File: config.mk
export PLATFORM = sky130hd
export DESIGN_NAME = rt_xbar
export DESIGN_NICKNAME = d
export VERILOG_FILES = /design/src/rtl/rt_xbar_pkg.sv /design/src/rtl/rt_xbar_ep_arb.sv /design/src/rtl/rt_xbar_route.sv /design/src/rtl/rt_xbar.sv
export SDC_FILE = /design/constraint.sdc
export NUM_CORES = 1
export LEC_CHECK = 0
export BUFFER_PORTS_ARGS = -buffer_cell sky130_fd_sc_hd__clkbuf_2
export CORE_AREA = 8 8 191 193
export CTS_CLUSTER_DIAMETER = 120
export CTS_CLUSTER_SIZE = 12
export DETAILED_ROUTE_END_ITERATION = 12
export DIE_AREA = 0 0 199 201
export GPL_TIMING_DRIVEN = 0
export PLACE_DENSITY = 0.56
export SYNTH_ARGS = -nofsm -noshare
export SYNTH_HDL_FRONTEND = slang
export SYNTH_SLANG_ARGS = --single-unit
File: constraint.sdc
create_clock -name clk -period 4.37 [get_ports clk]
set_clock_uncertainty 0.05 [all_clocks]
set_input_delay 0.2185 -clock clk [delete_from_list [all_inputs] [get_ports clk]]
set_output_delay 0.2185 -clock clk [all_outputs]
set_load 0.01 [all_outputs]
File: src/rtl/rt_xbar_pkg.sv
package rt_xbar_pkg;
  localparam int N_INI = 3;
  localparam int SRC_W = 2;
  localparam int CORE0 = 0;
  localparam int CORE1 = 1;
  localparam int HOST  = 2;
endpackage

File: src/rtl/rt_xbar_ep_arb.sv
module rt_xbar_ep_arb
  import rt_xbar_pkg::*;
#(
  parameter int LEN_W = 8,
  parameter int FAV   = 0
) (
  input  logic                   clk,
  input  logic                   rst_n,
  input  logic [N_INI-1:0]       cand_i,
  input  logic [N_INI*LEN_W-1:0] len_i,
  input  logic [N_INI-1:0]       wr_i,
  output logic                   busy_o,
  output logic                   last_o,
  output logic [SRC_W-1:0]       owner_o,
  output logic                   wr_o
);
  localparam int OTHER = 1 - FAV;

  logic             busy_q, busy_d;
  logic [SRC_W-1:0] owner_q, owner_d;
  logic [LEN_W-1:0] cnt_q, cnt_d;
  logic             wr_q, wr_d;
  logic             last, arb_ok, win_vld, upd;
  logic [SRC_W-1:0] win;
  logic [N_INI-1:0] cand_eff;
  logic [LEN_W-1:0] sel_len;
  logic             sel_wr;

  function automatic logic [LEN_W-1:0] beats_of(input logic [LEN_W-1:0] len);
    logic [LEN_W:0] t;
    t = {1'b0, len} + (LEN_W+1)'(3);
    if (len == '0) return LEN_W'(1);
    return LEN_W'(t >> 2);
  endfunction

  always_comb begin
    last   = busy_q && (cnt_q == LEN_W'(1));
    arb_ok = !busy_q || last;
    cand_eff = cand_i;
    for (int i = 0; i < N_INI; i++) begin
      if (last && owner_q == SRC_W'(i)) cand_eff[i] = 1'b0;
    end
    win_vld = 1'b1;
    if (cand_eff[FAV])        win = SRC_W'(FAV);
    else if (cand_eff[OTHER]) win = SRC_W'(OTHER);
    else if (cand_eff[HOST])  win = SRC_W'(HOST);
    else begin
      win_vld = 1'b0;
      win     = owner_q;
    end
    sel_len = '0;
    sel_wr  = 1'b0;
    for (int i = 0; i < N_INI; i++) begin
      if (win == SRC_W'(i)) begin
        sel_len = len_i[i*LEN_W +: LEN_W];
        sel_wr  = wr_i[i];
      end
    end
  end

  // next-state
  always_comb begin
    busy_d  = busy_q;
    owner_d = owner_q;
    cnt_d   = cnt_q;
    wr_d    = wr_q;
    if (arb_ok) begin
      if (win_vld) begin
        busy_d  = 1'b1;
        owner_d = win;
        cnt_d   = beats_of(sel_len);
        wr_d    = sel_wr;
      end else begin
        busy_d = 1'b0;
        cnt_d  = '0;
      end
    end else begin
      cnt_d = cnt_q - LEN_W'(1);
    end
  end

  assign upd = busy_q || (|cand_i);

  always_ff @(posedge clk or negedge rst_n) begin
    if (!rst_n) begin
      busy_q  <= 1'b0;
      owner_q <= '0;
      cnt_q   <= '0;
      wr_q    <= 1'b0;
    end else if (upd) begin
      busy_q  <= busy_d;
      owner_q <= owner_d;
      cnt_q   <= cnt_d;
      wr_q    <= wr_d;
    end
  end

  assign busy_o  = busy_q;
  assign last_o  = last;
  assign owner_o = owner_q;
  assign wr_o    = wr_q;

  // a burst in progress keeps its owner until its final beat
  a_r5_no_preempt: assert property (@(posedge clk) disable iff (!rst_n)
    busy_q && !last |=> busy_q && $stable(owner_q));
  // the beat counter steps down by one per beat
  a_r2_count_down: assert property (@(posedge clk) disable iff (!rst_n)
    busy_q && !last |=> cnt_q == $past(cnt_q) - LEN_W'(1));
  // any core candidate at an arbitration point keeps the host out
  a_r3_core_first: assert property (@(posedge clk) disable iff (!rst_n)
    arb_ok && (cand_eff[CORE0] || cand_eff[CORE1]) |=> owner_q != SRC_W'(HOST));
  // the favoured core of this endpoint wins
  a_r4_fav_wins: assert property (@(posedge clk) disable iff (!rst_n)
    arb_ok && cand_eff[FAV] |=> owner_q == SRC_W'(FAV));
  // a pending candidate at an arbitration point is always served
  a_r7_no_drop: assert property (@(posedge clk) disable iff (!rst_n)
    arb_ok && (|cand_eff) |=> busy_q);
endmodule

File: src/rtl/rt_xbar_route.sv
module rt_xbar_route
  import rt_xbar_pkg::*;
#(
  parameter int DW   = 32,
  parameter int N_EP = 4
) (
  input  logic [N_EP-1:0]       ep_busy_i,
  input  logic [N_EP*SRC_W-1:0] ep_owner_i,
  input  logic [N_INI*DW-1:0]   ini_wdata_i,
  input  logic [N_EP*DW-1:0]    ep_rdata_i,
  output logic [N_INI-1:0]      ini_gnt_o,
  output logic [N_INI*DW-1:0]   ini_rdata_o,
  output logic [N_EP*DW-1:0]    ep_wdata_o
);
  always_comb begin
    ini_gnt_o   = '0;
    ini_rdata_o = '0;
    ep_wdata_o  = '0;
    for (int e = 0; e < N_EP; e++) begin
      for (int i = 0; i < N_INI; i++) begin
        if (ep_busy_i[e] && ep_owner_i[e*SRC_W +: SRC_W] == SRC_W'(i)) begin
          ini_gnt_o[i]               = 1'b1;
          ini_rdata_o[i*DW +: DW]    = ini_rdata_o[i*DW +: DW] | ep_rdata_i[e*DW +: DW];
          ep_wdata_o[e*DW +: DW]     = ini_wdata_i[i*DW +: DW];
        end
      end
    end
  end
endmodule

File: src/rtl/rt_xbar.sv
module rt_xbar
  import rt_xbar_pkg::*;
#(
  parameter int DW       = 32,
  parameter int LEN_W    = 8,
  parameter int N_EP     = 4,
  parameter int DMEM1_EP = 1,
  localparam int EP_W    = $clog2(N_EP)
) (
  input  logic                   clk,
  input  logic                   rst_n,
  input  logic [N_INI-1:0]       ini_req,
  input  logic [N_INI*EP_W-1:0]  ini_ep,
  input  logic [N_INI-1:0]       ini_wr,
  input  logic [N_INI*LEN_W-1:0] ini_len,
  input  logic [N_INI*DW-1:0]    ini_wdata,
  output logic [N_INI-1:0]       ini_gnt,
  output logic [N_INI*DW-1:0]    ini_rdata,
  output logic [N_EP-1:0]        ep_vld,
  output logic [N_EP-1:0]        ep_last,
  output logic [N_EP-1:0]        ep_wr,
  output logic [N_EP*SRC_W-1:0]  ep_src,
  output logic [N_EP*DW-1:0]     ep_wdata,
  input  logic [N_EP*DW-1:0]     ep_rdata
);
  logic [1:0] rst_sync_q;
  logic       rst_int_n;

  always_ff @(posedge clk or negedge rst_n) begin
    if (!rst_n) rst_sync_q <= 2'b00;
    else        rst_sync_q <= {rst_sync_q[0], 1'b1};
  end
  assign rst_int_n = rst_sync_q[1];

  logic [N_EP-1:0]       ep_busy;
  logic [N_EP*SRC_W-1:0] ep_owner;

  for (genvar e = 0; e < N_EP; e++) begin : g_ep
    logic [N_INI-1:0] cand;
    always_comb begin
      for (int i = 0; i < N_INI; i++) begin
        cand[i] = ini_req[i] && (ini_ep[i*EP_W +: EP_W] == EP_W'(e));
      end
    end
    rt_xbar_ep_arb #(
      .LEN_W (LEN_W),
      .FAV   ((e == DMEM1_EP) ? CORE1 : CORE0)
    ) u_arb (
      .clk     (clk),
      .rst_n   (rst_int_n),
      .cand_i  (cand),
      .len_i   (ini_len),
      .wr_i    (ini_wr),
      .busy_o  (ep_busy[e]),
      .last_o  (ep_last[e]),
      .owner_o (ep_owner[e*SRC_W +: SRC_W]),
      .wr_o    (ep_wr[e])
    );
  end

  rt_xbar_route #(.DW(DW), .N_EP(N_EP)) u_route (
    .ep_busy_i   (ep_busy),
    .ep_owner_i  (ep_owner),
    .ini_wdata_i (ini_wdata),
    .ep_rdata_i  (ep_rdata),
    .ini_gnt_o   (ini_gnt),
    .ini_rdata_o (ini_rdata),
    .ep_wdata_o  (ep_wdata)
  );

  assign ep_vld = ep_busy;
  assign ep_src = ep_owner;

  // an initiator owns at most one endpoint at a time
  for (genvar i = 0; i < N_INI; i++) begin : g_own_chk
    logic [N_EP-1:0] own_vec;
    always_comb begin
      for (int e = 0; e < N_EP; e++) begin
        own_vec[e] = ep_busy[e] && (ep_owner[e*SRC_W +: SRC_W] == SRC_W'(i));
      end
    end
    a_r1_single_owner: assert property (@(posedge clk) disable iff (!rst_int_n)
      $countones(own_vec) <= 1);
  end

  // nothing is granted while the internal reset is held
  a_r9_reset_quiet: assert property (@(posedge clk)
    !rst_int_n |=> ep_busy == '0);
endmodule

; ---- Yosys cells after proc, flatten, opt, wreduce, memory -nomap -nowiden
; Index checks and enable logic that the tools add are counted.
; Widths: inputs -> output; s select.
[totals]
elab_cells = 270
regBits = 50
in_bits = 262
[classes]
eq_ne = 29
addsub = 8
bitwise = 9
n_reduce_logical = 79
muxes = 128
[op_table]
columns = op, n
row1 = $mux 32, 24
row2 = $or 32x32->32, 9
row3 = $mux 8, 28
row4 = $mux 1, 64
row5 = $logic_and 1x1->1, 40
row6 = $add 8x2->9 const B, 4
row7 = $eq 8x1->1 const B, 4
row8 = $logic_not 8->1, 4
row9 = $sub 8x1->8 const B, 4
row10 = $eq 2x2->1 const B, 14
row11 = $mux 2, 12
row12 = $eq 2x1->1 const B, 11
row13 = $logic_not 2->1, 11
row14 = $reduce_and 3->1, 4
row15 = $reduce_or 3->1, 4
row16 = $logic_or 1x1->1, 8
row17 = $reduce_and 2->1, 4
row18 = $logic_not 1->1, 4

; ---- Depth between registers and ports, before layout
[depth]
ltp_word = 18
ltp_mapped = 11
ltp_nobuf = 10

; ---- Hierarchy
; A second synthesis with hierarchy kept.
[hier_totals]
hier_cells = 1420
hier_area_um2 = 10363.7
[by_module_without_submodules]
columns = mod, seq_area_each_um2, cells_per_inst, area_per_inst_um2, n_inst
row1 = rt_xbar_route, 0.0, 818, 5382.7, 1
row2 = rt_xbar_ep_arb (g_ep[0].u_arb ...), 300.3, 146, 1209.9, 3
row3 = rt_xbar_ep_arb (g_ep[1].u_arb), 300.3, 149, 1184.9, 1
row4 = rt_xbar, 50.0, 15, 166.4, 1

; ---- Least setup slack after synthesis
; OpenSTA, ideal clock, no wires.
[synth_path]
path_kind = register to register
start = reg g_ep[2].u_arb.cnt_q[1]
end = reg g_ep[2].u_arb.cnt_q[1]
path_slack_ns = 1.296
period_less_slack_ns = 3.074
required_time_ns = 4.195
n_path_buf = 1
stages_incl_launch_ff = 12
arrival_ns = 2.900
setup_ns = 0.125
cell_sequence = dfrtp_1 inv_1 ha_1 or4b_4 o31a_1 buf_6 or4_4 o221ai_4 or2_4 xnor2_1 o22ai_1 mux2_2
[synth_between]
elab_chain_len = 18
[synth_lines]
columns = item, line_no
row1 = start: declaration, rt_xbar_ep_arb.sv:21  ; logic [LEN_W-1:0] cnt_q, cnt_d;
row2 = start signal: assignment, rt_xbar_ep_arb.sv:93  ; cnt_q <= cnt_d;
row3 = "parallel branches: the longest is 17 deep, another holds $add 8x2->9", -
row4 = $mux 8 (*), rt_xbar_ep_arb.sv:67  ; if (arb_ok) begin
; Mark *: on every way between the ends. The select of a mux whose other input is x is not followed.
; A chain may end at the register's enable or synchronous reset.

; ---- Final worst setup path
[layout_path]
start = reg g_ep[2].u_arb.owner_q[1]
end = out ini_rdata[88]
[layout_between]
elab_chain_len = 5
[layout_lines]
columns = item, line_no
row1 = start: declaration, rt_xbar_ep_arb.sv:20  ; logic [SRC_W-1:0] owner_q, owner_d;
row2 = start signal: assignment, rt_xbar_ep_arb.sv:92  ; owner_q <= owner_d;
row3 = $eq 2x2->1 (*), rt_xbar_route.sv:21  ; if (ep_busy_i[e] && ep_owner_i[e*SRC_W +: SRC_W] == SRC_W'(i)) begin
row4 = $logic_and 1x1->1 (*), -
row5 = $mux 32 (*), rt_xbar_route.sv:21
row6 = $or 32x32->32, rt_xbar_route.sv:23  ; ini_rdata_o[i*DW +: DW] = ini_rdata_o[i*DW +: DW] | ep_rdata_i[e*DW +: DW];
row7 = $mux 32 (*), rt_xbar_route.sv:21
row8 = end: declaration, rt_xbar.sv:18  ; output logic [N_INI*DW-1:0] ini_rdata,
; Every way passes the cells marked *; elsewhere a longest branch is shown, timed or not.

==> impl.org <==
** Logic synthesis
- Syn. warnings :: 0
- The number of different library cells used by synthesis comes to 81.
- Of the total synthesized cell area, the portion taken by full adders, half adders and majority gates is 1.013%.
- After Yosys synthesis, XOR and XNOR cells account for 1.950% of the synthesized area.
- Share of the synthesized area in compound gates (AO/OA/AOI/OAI) :: 37.09%
- Sequential area share after synthesis :: 12.66%
- By area, the combinational part of the netlist is dominated by compound AO/OA/AOI/OAI gates.
- Primary flip-flop cell chosen by synthesis mapping :: sky130_fd_sc_hd__dfrtp_1
- Post-synth ARST share :: 100.0%
- Number of nets produced by synthesis :: approximately 1700
- Synthesis produced 1452 cells.
- Synthesized area :: 9883 um^2
- Of the post-synthesis cell area, the part taken by muxes is 14.80%.
- Yosys reg bits :: 50
- Summing the areas of all and, or, nand and nor instances in the mapped netlist gives 26.47% of the synthesized area.
- Mean instance size in the synthesized netlist :: 6.807 um^2
- Post-synth EDFFs :: 0

** Die
- Row generation in the floorplan step produced 67 rows.
- Area inside the core boundary :: between 30000 and 40000 um^2
- From left edge to right edge, the die measures 199 um.
- Initial Util :: 29.70%
- The floorplan step defined a die boundary enclosing 40000 um^2.
- Die extent in y :: 201 um
- For this design the top-level I/O count stands at 509.

** Status
- The run finished with clean final reports.

** GRT
- The first global-routing pass estimated about 90000 um of wire.
- Number of global-route vias before repair :: 14208
- Total track usage :: 28.40%
- Entering global routing, the biggest net connects 27 pins.
- Overflow left after global routing :: 0
- The initial antenna violation count is 2.

** Timing
- Final WS setup :: 0.3028 ns
- The number of slew-limit violations in the final report was 0.
- Max-slew headroom at the worst pin :: 5.139%
- After routing, the total negative slack on setup checks comes to 0 ns.
- The number of hold-slack violations in the final timing report is 0.
- Worst-Margin Slew :: 1.420 ns
- Portion of the clock cycle consumed by the worst path in the final layout :: 93.07%
- Based on the critical path, the design can be clocked at up to roughly 0.25 GHz.
- Post-route minimum period :: between 4 and 5 ns
- Unrepaired setup endpoints after global routing :: no
- Number of endpoints failing setup at the final stage :: 0

** CTS
- Maximum number of buffers from clock root to sink :: 2
- TritonCTS built the clock tree.
- The number of setup buffers added after CTS is 0.
- CTS Buf Count :: 5
- Clock root buffer :: sky130_fd_sc_hd__clkbuf_16
- Clock latency on the worst-skew pair :: 0.30 ns
- After clock tree synthesis, the repair step resized 0 gates.
- Count of H-tree levels built during CTS :: 2
- After clock tree synthesis, the flow added hold-fix buffers numbering 1.
- Clock slew seen by the registers of the worst setup and hold paths :: ~0.07 ns
- The clock drives 50 sinks.

** Layout
- Share of layout cells above drive strength 1 :: 29.75%
- Total of fill cells in the finished design :: 3665
- Net count, final :: 2239
- The area growth from synthesis to layout is 33.23%.
- Top library cells by usage in the layout, fill and taps aside :: sky130_fd_sc_hd__clkbuf_2 (508), sky130_fd_sc_hd__nor2_1 (235), sky130_fd_sc_hd__a21oi_1 (151), sky130_fd_sc_hd__nand2_1 (145), sky130_fd_sc_hd__mux2i_1 (136)
- The library cell used most frequently in the layout, excluding fill and tap cells, is sky130_fd_sc_hd__clkbuf_2.

** Routing
- Summing over every cut layer, the via total after detailed routing is 14320.
- The first detailed-routing pass ran for 8 iterations.
- Starting DRC count in detailed routing :: 1361
- Wire length after detailed routing :: 60440 um
- Dividing the detail-routed wire length by the instance count gives 24.99 um.
- Number of nets with antenna violations after routing :: 0
- For this run, design rule violations remaining after detail routing come to 0.
- Mean number of vias per cell :: 5.920

** Worst setup path
- The critical path in this run is classified as register to output port.
- Critical path startpoint category :: register
- Kind of end point of the critical path :: output port
- STA puts the critical path data required time at 4.10 ns.
- Worst-path maximum fanout :: 10
- Critical path arrival :: 3.80 ns
- The setup check on the worst reg-to-reg path leaves a slack of around 0.72 ns.

** Placement
- The congestion estimate from routability-driven global placement came to 1.006.
- Detailed placer's ending HPWL :: approximately 49000 um
- Input and output buffers added on the ports amount to 508.
- OpenSTA, run right after detailed placement, puts the worst setup slack at 0.6147 ns.

** Power
- Worst vdd rail ir drop :: 0.0003238 V
- LEAKAGE :: 6.131 nW
- Ratio of total power to cell area :: 672.9 nW/um^2

** Hold path
- Worst hold path class :: input pin to async pin

** Flow run
- Maximum Capacitance Violations :: 0
-- cell usage after synthesis, drive strengths merged, types with 5 or more instances --
cell / n / area, um^2
nand2b: 5 / 31.28
nor3b: 12 / 110.1
or4: 5 / 41.29
a21oi: 152 / 764.5
nor4b: 7 / 67.56
dfrtp: 50 / 1251
a22oi: 135 / 1013
nand4: 7 / 43.79
a211oi: 5 / 37.54
o21ai: 81 / 409.1
o31ai: 8 / 65.06
inv: 16 / 60.05
a22o: 32 / 280.3
and2: 41 / 256.5
mux2i: 136 / 1361
clkbuf: 93 / 349.1
a31o: 9 / 78.83
nand3b: 8 / 60.06
a222oi: 6 / 60.06
xor2: 8 / 70.07
or2: 10 / 65.06
xnor2: 14 / 122.6
nand3: 16 / 80.08
mux2: 9 / 101.4
a21boi: 5 / 37.54
o221ai: 8 / 111.4
nor2: 235 / 882.1
o211ai: 5 / 37.54
o22ai: 5 / 31.28
nor2b: 10 / 62.56
nand2: 146 / 550.5
a31oi: 10 / 62.56
and3b: 7 / 61.31
buf: 32 / 177.7
nor4: 6 / 71.32
o2bb2ai: 5 / 43.79
and3: 5 / 31.28
ha: 8 / 100.1
a221o: 37 / 370.4
nor3: 18 / 90.09
-- sequential cells by signal, summed over array words and instances (netlist names) --
name                cells
g_ep.u_arb.wr_o         4
g_ep.u_arb.busy_o       4
rst_sync_q              2
g_ep.u_arb.cnt_q       32
g_ep.u_arb.owner_o      8
-- layer usage --
layer | vias up | part of all wire [%] | track usage [%]
met4 | 2 | 3.8 | 11.07
met3 | 135 | 9.4 | 6.153
met5 | - | 0.017 | 0
li1 | 6470 | - | -
met1 | 6838 | 39 | 34.36
met2 | 875 | 48 | 48.15
-- final cells by class --
type                    instances  area (um^2)  area share (%)
repair buffers                510         2572           19.54
diodes                          1        2.502         0.01900
inverters                      17        63.81          0.4846
clock inverters                 1        5.005         0.03801
flip-flops and latches         50         1252           9.512
plain buffers                 125        526.8           4.000
well taps                     448        560.5           4.257
clock buffers                   7        142.6           1.083
multi-input cells            1260         8041           61.07
-- metrics by stage --
step / total power (W) / std cells / hold slack [ns] / cell area [um^2] / util (%)
6_report: 0.008861 / 2419 / 0.1952 / 13170 / 39.57
5_1_grt: 0.009524 / 2419 / 0.2071 / 13170 / 39.57
4_1_cts: 0.008845 / 2418 / 0.2022 / 13170 / 39.56
3_5_place_dp: 0.008398 / 2409 / -0.04040 / 13010 / 39.08
3_3_place_gp: 0.008375 / 2408 / -0.04545 / 12990 / 39.02
2_1_floorplan: 0.005246 / 1452 / -0.1271 / 9883 / -
-- power by group --
| group | leakage, nW | internal (W) | switching [W] |
|---|---|---|---|
| logic | 5.44 | 0.00276 | 0.00488 |
| clock network | 0.0739 | 0.000228 | 0.000185 |
| registers | 0.619 | 0.000625 | 0.000186 |
| total | 6.13 | 0.00361 | 0.00525 |
-- logic make-up (layout without fill, tap and decap cells) --
logic type / count (synthesis) / in the layout
muxes: 145 / 145
adders and majority gates: 8 / 8
and+or+nand+nor: 551 / 551
xor gates and xnor gates: 22 / 22
AOI/OAI and AO/OA: 533 / 533
other: 1 / 2
buffers and inverters: 142 / 660
DFF: 50 / 50
-- path summary, 6_finish.rpt --
path                       depth (start not counted)                      from                        to
setup / recovery                                   6  g_ep[2].u_arb.owner_o[1]             ini_rdata[88]
hold / removal                                     2                     rst_n             rst_sync_q[0]
setup reg to reg                                  10      g_ep[0].u_arb.busy_o    g_ep[0].u_arb.cnt_q[4]
hold reg to reg                                    0             rst_sync_q[1]    g_ep[2].u_arb.cnt_q[5]
max in group asynchronous                          1             rst_sync_q[1]  g_ep[1].u_arb.owner_o[0]
min in group clk                                   3                 ini_wr[1]        g_ep[1].u_arb.wr_o
-- worst max-delay path, stage by stage, from the launching register on --
cell and delay [ns]:
sky130_fd_sc_hd__dfrtp_1 0.49, sky130_fd_sc_hd__clkbuf_1 0.58, sky130_fd_sc_hd__nor3b_1 1.19, sky130_fd_sc_hd__clkbuf_1 0.69, sky130_fd_sc_hd__a22oi_1 0.15, sky130_fd_sc_hd__nand2_1 0.22
sky130_fd_sc_hd__clkbuf_2 0.17
Note: power is estimated with default switching activity, not from simulation.
